[config.mk]
export PLATFORM = sky130hd
export DESIGN_NAME = txfifo_start_gate
export DESIGN_NICKNAME = d
export VERILOG_FILES = /design/src/rtl/txsg_pkg.sv /design/src/rtl/txsg_thr_select.sv /design/src/rtl/txsg_gate_fsm.sv /design/src/rtl/txsg_ufl_report.sv /design/src/rtl/txfifo_start_gate.sv
export SDC_FILE = /design/constraint.sdc
export NUM_CORES = 1
export LEC_CHECK = 0
export ABC_AREA = 1
export BUFFER_PORTS_ARGS = -buffer_cell sky130_fd_sc_hd__buf_2
export CAP_MARGIN = 20
export CORE_MARGIN = 1
export CORE_UTILIZATION = 46
export DETAILED_ROUTE_END_ITERATION = 8
export GPL_ROUTABILITY_DRIVEN = 0
export GPL_TIMING_DRIVEN = 0
export PLACE_DENSITY_LB_ADDON = 0.25
export SYNTH_ARGS = -nofsm -noshare
export SYNTH_HDL_FRONTEND = slang
export SYNTH_SLANG_ARGS = --single-unit
[constraint.sdc]
create_clock -name clk -period 1.9 [get_ports clk]
set_input_delay 0.38 -clock clk [delete_from_list [all_inputs] [get_ports clk]]
set_output_delay 0.38 -clock clk [all_outputs]
set_load 0.01 [all_outputs]
[src/rtl/txsg_pkg.sv]
package txsg_pkg;

    localparam int THR_W     = 11;
    localparam int BUS_BASE  = 64;
    localparam int TXC_BASE  = 128;
    localparam int BUS_MAXC  = 5;
    localparam int TXC_MAXC  = 3;

    typedef enum logic [1:0] {
        ST_HALT = 2'd0,
        ST_IDLE = 2'd1,
        ST_WAIT = 2'd2,
        ST_SEND = 2'd3
    } gate_st_e;

    typedef struct packed {
        logic             saf;
        logic [THR_W-1:0] bytes;
    } thr_t;

    function automatic thr_t pick_thr(input logic [2:0] bus_c,
                                      input logic [2:0] txc_c);
        thr_t r;
        r.saf   = 1'b0;
        r.bytes = '0;
        if (bus_c != 3'd0) begin
            if (int'(bus_c) <= BUS_MAXC)
                r.bytes = THR_W'(BUS_BASE) << (bus_c - 3'd1);
            else
                r.saf = 1'b1;
        end else begin
            if (int'(txc_c) <= TXC_MAXC)
                r.bytes = THR_W'(TXC_BASE) << txc_c;
            else
                r.saf = 1'b1;
        end
        return r;
    endfunction

endpackage

[src/rtl/txsg_thr_select.sv]
module txsg_thr_select
    import txsg_pkg::*;
#(
    parameter int LVL_W = 11
) (
    input  logic             clk,
    input  logic             rst,
    input  logic             latch_en,
    input  logic [2:0]       bus_code,
    input  logic [2:0]       txc_code,
    input  logic [LVL_W-1:0] level,
    input  logic             eof_in,
    output logic             thr_saf,
    output logic             go
);
    localparam int CMP_W = (LVL_W > THR_W) ? LVL_W : THR_W;

    thr_t thr_q;
    thr_t thr_d;

    always_comb thr_d = pick_thr(bus_code, txc_code);

    always_ff @(posedge clk) begin
        if (rst) begin
            thr_q.saf   <= 1'b1;
            thr_q.bytes <= '0;
        end else if (latch_en) begin
            thr_q <= thr_d;
        end
    end

    logic enough;
    always_comb enough = CMP_W'(level) >= CMP_W'(thr_q.bytes);

    always_comb begin
        if (thr_q.saf) go = eof_in;
        else           go = eof_in || enough;
    end

    assign thr_saf = thr_q.saf;


    thr_hold_chk: assert property (@(posedge clk) disable iff (rst)
        !$past(latch_en) |-> $stable(thr_q));

endmodule

[src/rtl/txsg_gate_fsm.sv]
module txsg_gate_fsm
    import txsg_pkg::*;
(
    input  logic clk,
    input  logic rst,
    input  logic tx_en_req,
    input  logic frame_seen,
    input  logic go,
    input  logic mac_rd,
    input  logic mac_rd_last,
    input  logic fifo_empty,
    input  logic eof_in,
    output logic start_ok,
    output logic tx_on,
    output logic frame_start,
    output logic ufl_hit
);
    gate_st_e st_q, st_d;

    always_comb begin
        frame_start = (st_q == ST_IDLE) && frame_seen;
        ufl_hit     = (st_q == ST_SEND) && mac_rd && fifo_empty && !eof_in;
    end

    always_comb begin
        st_d = st_q;
        unique case (st_q)
            ST_HALT: if (tx_en_req)   st_d = ST_IDLE;
            ST_IDLE: if (frame_seen)  st_d = ST_WAIT;
            ST_WAIT: if (go)          st_d = ST_SEND;
            ST_SEND: begin
                if (ufl_hit)          st_d = ST_HALT;
                else if (mac_rd_last) st_d = ST_IDLE;
            end
            default:                  st_d = ST_HALT;
        endcase
    end

    always_ff @(posedge clk) begin
        if (rst) st_q <= ST_HALT;
        else     st_q <= st_d;
    end

    assign start_ok = (st_q == ST_SEND);
    assign tx_on    = (st_q != ST_HALT);


    no_start_when_off_chk: assert property (@(posedge clk) disable iff (rst)
        (!tx_on && !tx_en_req) |=> !start_ok);


    frame_end_chk: assert property (@(posedge clk) disable iff (rst)
        (start_ok && mac_rd_last && !ufl_hit) |=> !start_ok);

endmodule

[src/rtl/txsg_ufl_report.sv]
module txsg_ufl_report #(
    parameter int IRQ_W   = 16,
    parameter int UFL_BIT = 9
) (
    input  logic             clk,
    input  logic             rst,
    input  logic             ufl_hit,
    input  logic             frame_start,
    output logic             ufl_status,
    output logic [IRQ_W-1:0] irq_bits
);
    logic irq_q;

    always_ff @(posedge clk) begin
        if (rst) begin
            ufl_status <= 1'b0;
            irq_q      <= 1'b0;
        end else begin
            irq_q <= ufl_hit;
            if (ufl_hit)          ufl_status <= 1'b1;
            else if (frame_start) ufl_status <= 1'b0;
        end
    end

    for (genvar i = 0; i < IRQ_W; i++) begin : g_irq
        if (i == UFL_BIT) begin : g_ufl
            assign irq_bits[i] = irq_q;
        end else begin : g_zero
            assign irq_bits[i] = 1'b0;
        end
    end


    irq_single_chk: assert property (@(posedge clk) disable iff (rst)
        irq_q |=> !irq_q);


    status_clear_chk: assert property (@(posedge clk) disable iff (rst)
        ($past(frame_start) && !$past(ufl_hit)) |-> !ufl_status);

endmodule

[src/rtl/txfifo_start_gate.sv]
module txfifo_start_gate #(
    parameter int LVL_W   = 11,
    parameter int IRQ_W   = 16,
    parameter int UFL_BIT = 9
) (
    input  logic             clk,
    input  logic             rst,
    input  logic [2:0]       bus_thr_code,
    input  logic [2:0]       txc_thr_code,
    input  logic [LVL_W-1:0] fifo_level,
    input  logic             eof_buffered,
    input  logic             mac_rd,
    input  logic             mac_rd_last,
    input  logic             tx_en_req,
    output logic             start_ok,
    output logic             ufl_status,
    output logic [IRQ_W-1:0] irq_bits,
    output logic             tx_on
);
    logic fifo_empty, frame_seen, go, thr_saf, frame_start, ufl_hit;

    assign fifo_empty = (fifo_level == '0);
    assign frame_seen = !fifo_empty || eof_buffered;

    txsg_thr_select #(.LVL_W(LVL_W)) u_thr (
        .clk      (clk),
        .rst      (rst),
        .latch_en (frame_start),
        .bus_code (bus_thr_code),
        .txc_code (txc_thr_code),
        .level    (fifo_level),
        .eof_in   (eof_buffered),
        .thr_saf  (thr_saf),
        .go       (go)
    );

    txsg_gate_fsm u_fsm (
        .clk         (clk),
        .rst         (rst),
        .tx_en_req   (tx_en_req),
        .frame_seen  (frame_seen),
        .go          (go),
        .mac_rd      (mac_rd),
        .mac_rd_last (mac_rd_last),
        .fifo_empty  (fifo_empty),
        .eof_in      (eof_buffered),
        .start_ok    (start_ok),
        .tx_on       (tx_on),
        .frame_start (frame_start),
        .ufl_hit     (ufl_hit)
    );

    txsg_ufl_report #(.IRQ_W(IRQ_W), .UFL_BIT(UFL_BIT)) u_rep (
        .clk         (clk),
        .rst         (rst),
        .ufl_hit     (ufl_hit),
        .frame_start (frame_start),
        .ufl_status  (ufl_status),
        .irq_bits    (irq_bits)
    );


    saf_needs_eof_chk: assert property (@(posedge clk) disable iff (rst)
        ($rose(start_ok) && thr_saf) |-> $past(eof_buffered));


    ufl_shutdown_chk: assert property (@(posedge clk) disable iff (rst)
        irq_bits[UFL_BIT] |-> (!tx_on && !start_ok && ufl_status));

endmodule

### Yosys cells after proc, flatten, opt, wreduce, memory -nomap -nowiden

Cells that the tools add are included.

* input bits: 23
* register bits after elaboration: 16

* shifts and indexed selects: 2
* reduce and logical (&&, ||, !) cells: 14
* magnitude comparators: 3
* multiplexer cells: 14
* equal/unequal tests: 7
* add/subtract/negate cells: 1

Operators by type and width (number)
* 2-to-1 mux 11 bit: 2
* 2-to-1 mux 12 bit: 1
* >= comparator 11 bit: 1
* zero test 11 bit: 1
* left shift 7 x 3 -> 11 bit, first input constant: 1
* left shift 8 x 3 -> 11 bit, first input constant: 1
* 2-to-1 mux 2 bit: 5
* one-hot mux 2 bit (4 select lines): 1
* 2-to-1 mux 1 bit: 5
* == test 2 bit, second input constant: 2
* logical AND 1 bit: 4
* != test 2 bit, second input constant: 2
* AND reduction 4 bit: 1
* nonzero test 2 bit: 2
* less-or-equal comparator 3 x 2 -> 1 bit, second input constant: 1
* less-or-equal comparator 3 bit, second input constant: 1
* != test 3 x 2 -> 1 bit, second input constant: 1
* nonzero test 3 bit: 1
* subtractor 3 x 1 -> 3 bit, second input constant: 1
* == test 2 x 1 -> 1 bit, second input constant: 1
* zero test 1 bit: 2
* zero test 2 bit: 1
* logical OR 1 bit: 2
* != test 2 x 1 -> 1 bit, second input constant: 1

### Depth between registers and ports, before layout

* depth in word-level cells: 6
* depth in mapped cells: 14
* gate-level depth less buffers: 14

### Hierarchy

A second synthesis with hierarchy kept.

* cells, all modules: 171
* area total of the unflattened synthesis: 1033.5 um^2

By module, submodules not included
* txsg_thr_select: times used 1, area an instance 513.0 um^2, cells an instance 84
* txsg_gate_fsm: times used 1, area an instance 250.2 um^2, cells an instance 41
* txsg_ufl_report: times used 1, area an instance 187.7 um^2, cells an instance 25
* txfifo_start_gate: times used 1, area an instance 82.6 um^2, cells an instance 21

### Worst setup path after synthesis

No wires, ideal clock.

* kind: input -> register
* from: input port fifo_level[8]
* to: register u_fsm.st_q[1]
* stages on the path: 11
* arrival time: 1.250 ns
* setup time: 0.113 ns
* path buffers: 0
* path slack: 0.537 ns
* cells stage by stage: ha_1 > a21oi_1 > nand2_1 > nand2_1 > nand2_1 > nand2_1 > nand2_1 > nand3_2 > nand2_1 > nand2_1 > nor2_1

* word-level cells in the longest chain between the ends: 5
* elaborated cells between the ends (all ways): 14
* those cells by class: order compare: 1; eq/ne: 3; mux: 3; reduce/logical: 7

RTL lines
* start: declaration: line txfifo_start_gate.sv:10 `input logic [LVL_W-1:0] fifo_level,`
* >= comparator 11 bit / zero test 11 bit (equally long branches): line txsg_thr_select.sv:33, txfifo_start_gate.sv:22
* logical OR 1 bit, or another cell as far along: line txsg_thr_select.sv:37 `else go = eof_in || enough;`
* 2-to-1 mux 1 bit, or another cell as far along: line txsg_thr_select.sv:36 `if (thr_q.saf) go = eof_in;`
* != test 2 bit (no source line), or another cell as far along
* AND reduction 4 bit (no source line) / one-hot mux 2 bit (4 select lines) (equally long branches)
* end signal: assignment: line txsg_gate_fsm.sv:41 `else st_q <= st_d;`
* end: declaration: line txsg_gate_fsm.sv:18 `gate_st_e st_q, st_d;`

Several ways; a longest one is shown, not always the timed one.
A chain may end at the register's enable or synchronous reset.

### Worst setup path in the final report

* from: register u_fsm.st_q[0]
* to: output port tx_on

* word-level cells in the longest chain between the ends: 1

RTL lines
* nonzero test 2 bit: line txsg_gate_fsm.sv:45 `assign tx_on = (st_q != ST_HALT);`
* end: declaration: line txfifo_start_gate.sv:18 `output logic tx_on`

Every way passes these cells.

==> key figures <==
Worst hold path
  • Hold endpoint: u_fsm.st_q[0]
  • Worst min-delay path class: input pin to flop
  • Hold-critical path depth: 2
  • Worst hold start: rst

Timing
  • Final setup fails: 0
  • Achievable Freq: 646 MHz
  • Setup Skew: 2.61 ps
  • RSZ-0062 raised after global routing: false
  • Setup TNS after final layout: 0 ps
  • Part of the cycle the worst path needs: 0.815
  • Max-slew violation count: 0
  • Final hold violation count: 0
  • Crit path time final: 1550 ps

Synthesis
  • Synth Cell Area: around 930 µm²
  • Post-Syn Instances: 134
  • Synth cell types: 25
  • Sequential fraction of the synthesis area: 0.215
  • Mapped Avg Cell Area: ~6.9 µm²
  • Register bit total from synthesis: 10
  • Yosys Warn Count: 0

CTS
  • CTS Hold Bufs: 0
  • CTS clk-pin slew, worst paths: 60 ps
  • Root buffer cell: clkbuf_4
  • Clock buffer depth: 2
  • Total CTS buffers: 3
  • CTS tree: built
  • Post-CTS sizing: 0
  • Clock Sink Count: 10
  • Later-pin clock latency in the skew report: approximately 270 ps
  • # Post-CTS Setup Buffers: 0
  • Htree depth: 1

Die
  • Die ar.: 0.00221 mm²
  • Die width: 47.0 µm
  • Initial cell density of the core: 0.517
  • Row count: 15
  • Die Ht: 47.0 µm
  • I/O pin cnt: 42
  • Core area: 0.00180 mm²

Layout
  • Area delta synth->final: 26.9%
  • Seq. cell area: 200 µm²
  • Footprint of the multi-input gates: 562 µm²
  • Share of cells above drive strength 1: 0.320
  • Final Net Count: 213
  • Antenna Cells: 0
  • Fillers: 184

Setup path
  • Setup CP Type: flop to output pin
  • Reg2Reg Setup Slack: approximately 470 ps
  • CP endpoint kind: output pin
  • WP data required: around 1500 ps
  • RR Startpoint: u_thr.thr_q[8]
  • Crit path max fanout: 5
  • FF-to-FF path depth: 12
  • Startpoint type of the worst setup path: flop
  • Arrival @ worst endpoint: between 1000 and 1500 ps
  • Reg2reg end: u_fsm.st_q[1]

Global route
  • Initial antenna violation count: 0
  • Tot GR Track Use: 0.172
  • Vias in the first global route: 759
  • Pin count of the biggest net entering global routing: 11
  • First-pass GRT wire length: 2.74 mm
  • GRT overflow: 0

Detailed routing
  • Drt pass-1 iters: 4
  • DR vias: 912
  • Via density: between 4 and 5
  • Routed wire length: ~1.7 mm
  • Residual DRC: 0
  • Post-route antenna net violation count: 0
  • Drt wl/cell: 8.38 µm
  • DRT iter0 DRCs: 13

Run status
  • Status: finished clean

Power and ir drop
  • Worst VDD drop: about 0.46 mV
  • Tot Pwr: between 0.001 and 0.0015 W
  • Pwr/cell area: 886 mW/mm²
  • Leakage: 0.668 nW

Place
  • DP HPWL: 1.47 mm
  • # port buffers: 26

Job
  • Max cap viols: 0
-- metal layers --
layer / share of wire / vias up / GRT usage
li1: - / 481 / -
met1: 0.43 / 383 / 0.189
met2: 0.45 / 41 / 0.306
met3: 0.085 / 7 / 0.0231
met4: 0.033 / 0 / 0.114
met5: 0 / - / 0
-- power by group --
part / internal, W / switching, W
sequential: 0.000269 / 0.0000291
clock: 0.000117 / 0.0000741
combinational: 0.000244 / 0.000313
total: 0.000630 / 0.000416
-- cell families (layout without fill, tap and decap cells) --
group                      count (synthesis)  count (layout)  synth area share
AOI/OAI and AO/OA                         18              18             0.128
adders and majority gates                 11              11             0.148
buffers and inverters                     41              71             0.238
DFF                                       10              10             0.215
other                                      1              15           0.00403
and+or+nand+nor                           53              53             0.267
-- flip-flops by register name, summed over array words and instances (netlist names) --
signal            count
u_thr.thr_saf         1
u_fsm.st_q            2
u_rep.ufl_status      1
u_rep.irq_q           1
u_thr.thr_q           5
-- per-stage QoR --
| step | hold slack (ps) | std cells | area [µm²] | setup WS (ps) | utilization |
|---|---|---|---|---|---|
| 2_1_floorplan | 433 | 148 | 983 | 537 | - |
| 3_3_place_gp | 438 | 199 | 1140 | 330 | 0.635 |
| 3_5_place_dp | 442 | 199 | 1140 | 303 | 0.635 |
| 4_1_cts | 363 | 203 | 1180 | 365 | 0.656 |
| 5_1_grt | 368 | 203 | 1180 | 248 | 0.656 |
| 6_report | 360 | 203 | 1180 | 351 | 0.656 |
-- cell usage in the layout (no fill, tap or decap), types with 2 or more instances in the layout --
master,netlist,final
o21ai_0,2,2
inv_1,24,24
nand3_1,7,7
buf_2,0,26
ha_1,11,11
clkbuf_4,0,3
conb_1,1,15
or2_2,2,2
nand2_1,22,22
a211oi_2,2,2
o22ai_1,3,3
dfxtp_1,10,10
a21oi_1,6,6
nor2_1,14,14
nand3_2,3,3
buf_4,16,16
-- Yosys cell counts --
library cell | number | share of area
inv_1 | 24 | 0.097
nand2_1 | 22 | 0.089
buf_4 | 16 | 0.13
nor2_1 | 14 | 0.056
ha_1 | 11 | 0.15
dfxtp_1 | 10 | 0.22
nand3_1 | 7 | 0.038
a21oi_1 | 6 | 0.032
nand3_2 | 3 | 0.032
o22ai_1 | 3 | 0.020
a211oi_2 | 2 | 0.027
o21ai_0 | 2 | 0.011
or2_2 | 2 | 0.013
a31oi_1 | 1 | 0.0067
and2_1 | 1 | 0.0067
buf_6 | 1 | 0.012
conb_1 | 1 | 0.0040
nand2_2 | 1 | 0.0067
nand4_1 | 1 | 0.0067
nor2_2 | 1 | 0.0067
nor2_4 | 1 | 0.012
o211ai_1 | 1 | 0.0081
o21ai_1 | 1 | 0.0054
o21bai_1 | 1 | 0.0081
o32ai_1 | 1 | 0.0094
-- worst max path at each step --
| stage | from | to | slack [ps] | cells past startpoint |
|---|---|---|---|---|
| global route | u_fsm.st_q[0] | tx_on | 250 | 4 |
| finish | u_fsm.st_q[0] | tx_on | 350 | 4 |
| floorplan | fifo_level[8] | u_fsm.st_q[1] | 540 | 11 |
| detailed placement | fifo_level[8] | u_fsm.st_q[1] | 300 | 12 |
| global placement | fifo_level[8] | u_fsm.st_q[1] | 330 | 12 |
| CTS | u_fsm.st_q[0] | tx_on | 360 | 4 |
-- worst max-delay path: stages (launching register included) --
cell     delay [ps]
dfxtp_1         400
inv_1           110
ha_1            200
inv_1            60
buf_2           120
-- area by class of cell --
cell class              count  share of cell area
flip-flops and latches     10               0.169
repair buffers             26               0.110
clock buffers               4              0.0307
well taps                  25              0.0265
plain buffers              17               0.111
multi-input cells          97               0.476
inverters                  24              0.0763
No activity file was read; power rests on OpenSTA's default activity.
